[src/rtl/decade_johnson.sv]
module decade_johnson #(
  parameter int STAGES = 5,
  localparam int OUTS = 2 * STAGES
) (
  input  logic            clk,
  input  logic            mrst,
  input  logic            inh,
  output logic [OUTS-1:0] q,
  output logic            carry
);

  logic [STAGES-1:0] js;
  logic [STAGES-1:0] js_next;

  function automatic logic legal(input logic [STAGES-1:0] v);
    logic [STAGES-1:0] m;
    logic ok;
    m  = '0;
    ok = 1'b0;
    for (int k = 0; k <= STAGES; k++) begin
      if (v == m || v == ~m) ok = 1'b1;
      if (k < STAGES) m[k] = 1'b1;
    end
    return ok;
  endfunction

  assign js_next = legal(js) ? {js[STAGES-2:0], ~js[STAGES-1]} : '0;

  always_ff @(posedge clk) begin
    if (mrst)      js <= '0;
    else if (!inh) js <= js_next;
  end

  assign q[0]      = ~js[STAGES-1] & ~js[0];
  assign q[STAGES] =  js[STAGES-1] &  js[0];

  for (genvar k = 1; k < STAGES; k++) begin : g_dec
    assign q[k]        =  js[k-1] & ~js[k];
    assign q[STAGES+k] = ~js[k-1] &  js[k];
  end

  assign carry = ~js[STAGES-1];

  logic armed;
  always_ff @(posedge clk) begin
    if (mrst) armed <= 1'b1;
    else if (armed !== 1'b1) armed <= 1'b0;
  end

  a_r1_reset_state: assert property (@(posedge clk) disable iff (armed !== 1'b1)
    mrst |=> (q == OUTS'(1) && carry));

  a_r2_onehot: assert property (@(posedge clk) disable iff (mrst || armed !== 1'b1)
    $onehot(q));

  a_r3_advance: assert property (@(posedge clk) disable iff (mrst || armed !== 1'b1)
    !inh |=> q == {$past(q[OUTS-2:0]), $past(q[OUTS-1])});

  a_r4_hold: assert property (@(posedge clk) disable iff (mrst || armed !== 1'b1)
    inh |=> ($stable(q) && $stable(carry)));

  a_r7_carry_rise: assert property (@(posedge clk) disable iff (mrst || armed !== 1'b1)
    $rose(carry) |-> q[0]);

endmodule

[config.mk]
export PLATFORM = sky130hd
export DESIGN_NAME = decade_johnson
export DESIGN_NICKNAME = d
export VERILOG_FILES = /design/src/rtl/decade_johnson.sv
export SDC_FILE = /design/constraint.sdc
export NUM_CORES = 1
export LEC_CHECK = 0
export BUFFER_PORTS_ARGS = -buffer_cell sky130_fd_sc_hd__buf_2
export CELL_PAD_IN_SITES_DETAIL_PLACEMENT = 0
export CELL_PAD_IN_SITES_GLOBAL_PLACEMENT = 1
export CORE_AREA = 2 2 39 41
export CTS_CLUSTER_SIZE = 30
export DETAILED_ROUTE_END_ITERATION = 8
export DIE_AREA = 0 0 41 43
export GPL_TIMING_DRIVEN = 1
export PLACE_DENSITY = 0.75
export SYNTH_ARGS = -nofsm -noshare
export SYNTH_HDL_FRONTEND = slang
export SYNTH_SLANG_ARGS = --single-unit
[constraint.sdc]
create_clock -name clk -period 1.4 [get_ports clk]
set_clock_uncertainty 0.1 [all_clocks]
set_input_delay 0.28 -clock clk [delete_from_list [all_inputs] [get_ports clk]]
set_output_delay 0.28 -clock clk [all_outputs]
set_load 0.02 [all_outputs]
==> metrics.txt <==
outcome=complete, no violations; layout cells sized above 1=0.600; MaxCap Viol Count=0; total gr overflow=0; worst slack at placement=approximately 120 ps; reg-to-reg critical path startpoint=js[2]; RR Endpoint=js[4]; Commonest cells post-synth=dfxtp_1 (5), nor2b_1 (5), buf_6 (4), nor2_1 (4), nand2_1 (3); Die ar.=around 0.0018 mm2; largest net degree at the start of global routing=11; post-route non-filler standard cell count=81; vias in the first global route=~290; first-pass GRT wire length=1300 um; crit-path max FO=8; largest family of logic cells by synthesized area=simple AND/OR/NAND/NOR gates; EDFF count, synth=0; finished layout cell area=roughly 600 um2; Fin Hold WS=about 110 ps; Largest regs=js: 5 flops; Setup TNS=0 ps; clk sinks=5; number of flip-flops in the largest register=5; CTS H-tree lvls=1; RSZ-0062 raised after global routing=yes; die width=around 41 um; initial antenna violation count=0; R2R depth=5; min-delay worst type=input pin to flip-flop; fin util=0.429; clk buf depth=2; ant diodes=0; # IOs=14; num rows=14; total CTS buffers=3; final worst slack=~24 ps; placer congestion estimate=approximately 0.74; via count=about 390; DR vias/cell=~4.8; critical setup path kind=flip-flop to output pin; Syn Inst Count=46; Period minus WS final=about 1400 ps; clock transition at the registers of the reported paths=approximately 50 ps; Post-Synth Adder-Cell Area=0; Post-synth top flop=dfxtp_1; worst setup path end=q[8]; required time worst endpoint=between 1000 and 1500 ps; Synth area leader=dfxtp_1; mux cell area share after synthesis=0; CP arrival=1000 ps; Power Density=698 mW/mm2; Tot Pwr=roughly 410 uW; drt wl/cell=~12 um; Post-CTS Hold Buffers=0; CP startpoint kind=flip-flop; die height=between 40 and 50 um; Seq cells post-synth=5; placed cell count=73; post-synth net total=between 40 and 50; CTS tree=built; Fmax=about 0.73 GHz; complex-gate fraction of the synthesized area=0.210; Routed WL=between 900 and 1000 um; synth-to-layout area growth=44.8%; top cell type's share of synthesized area=0.244; Pre-antenna DRT Iters=2; Nets=69; Clock Latency Late Sink=around 250 ps; Placed Instance Area=between 400 and 500 um2; Worst Setup SP=js[2]; HPWL Detailed=approximately 630 um; core area=between 0.001 and 0.0015 mm2; syn_area_per_cell=about 8.9 um2; fill count=about 160; relative slew slack=0.839; Cell variety after synth=26; most flop-heavy register=js; Synth Area in XOR/XNOR=0; initial DRC count=9; final setup fails=0; drt drc=0; post-synth design cell area=a little over 400 um2; Synth Area in Simple Gates=0.387; crit end category=output pin; Seq/Total Area, Yosys=0.244; Lkg Pwr=0.267 nW; GRT Total Usage=0.116; worst slew pin tran=240 ps; top post-synthesis cells by area=dfxtp_1 (24%), buf_6 (11%), nor2b_1 (7.6%); initial cell density of the core=0.297; period utilisation layout=0.983; port bufs=13; worst vdd ir=between 0.2 and 0.3 mV; Syn. warnings=0; r2r setup slk=180 ps; Final Hold Fails=0; max-slew violation count=0; Antenna Nets Post-Route=0; Root Driver=clkbuf_4; asr flop ratio synth=0
worst max-delay path, stage by stage, from the launching register on:
cell and delay, ps:
dfxtp_4 370, buf_6 140, nor2b_4 120, buf_6 120
routing by layer:
layer	vias up	track usage	wire, um
li1	196	-	-
met5	-	0	0
met1	181	0.151	434
met3	2	0.0314	23
met2	9	0.141	468
met4	0	0.120	10
cells in the final DEF, fill, tap and decap left out, drive strengths merged:
master  netlist  final
nor2          4      4
a31oi         1      1
a31o          2      2
clkbuf        1      4
nor3          1      1
o221a         1      1
and3          2      2
o32ai         2      2
nand2b        1      1
o211ai        1      1
a21oi         1      1
and2          1      1
nor2b         9      9
inv           2      2
dfxtp         5      5
nand2         3      3
a32oi         1      1
nand4         1      1
nor3b         1      1
buf           5     21
o21ai         1      1
power by group:
part / total, mW / leakage, nW / switching [mW] / internal, mW
clock network: 0.172 / 0.0150 / 0.0635 / 0.108
registers: 0.157 / 0.0444 / 0.0138 / 0.143
logic: 0.0859 / 0.208 / 0.0424 / 0.0435
cells by family after synthesis:
| kind of cell | count (synthesis) |
|---|---|
| buffers and inverters | 8 |
| DFF | 5 |
| AOI/OAI and AO/OA | 10 |
| and+or+nand+nor | 23 |
final cells by class:
class,count,area (um2),area share
multi-input cells,33,255,0.429
repair buffers,21,166,0.280
flip-flops and latches,5,119,0.200
clock buffers,4,26.3,0.0442
well taps,16,20.0,0.0337
inverters,2,7.51,0.0126
worst min-delay path by stage:
stage	startpoint	endpoint	cells past startpoint
after CTS	mrst	js[2]	2
final	mrst	js[2]	2
after detailed placement	mrst	js[2]	2
after global placement	mrst	js[2]	2
after floorplan	mrst	js[0]	1
after global routing	mrst	js[0]	2
timing repair:
| item | 4_1_cts | 5_1_grt |
|---|---|---|
| setup buffers | 0 | 4 |
| resized for setup | 13 | 13 |
| endpoints found under the setup margin | 10 | 8 |
Note: power is estimated with default switching activity, not from simulation.
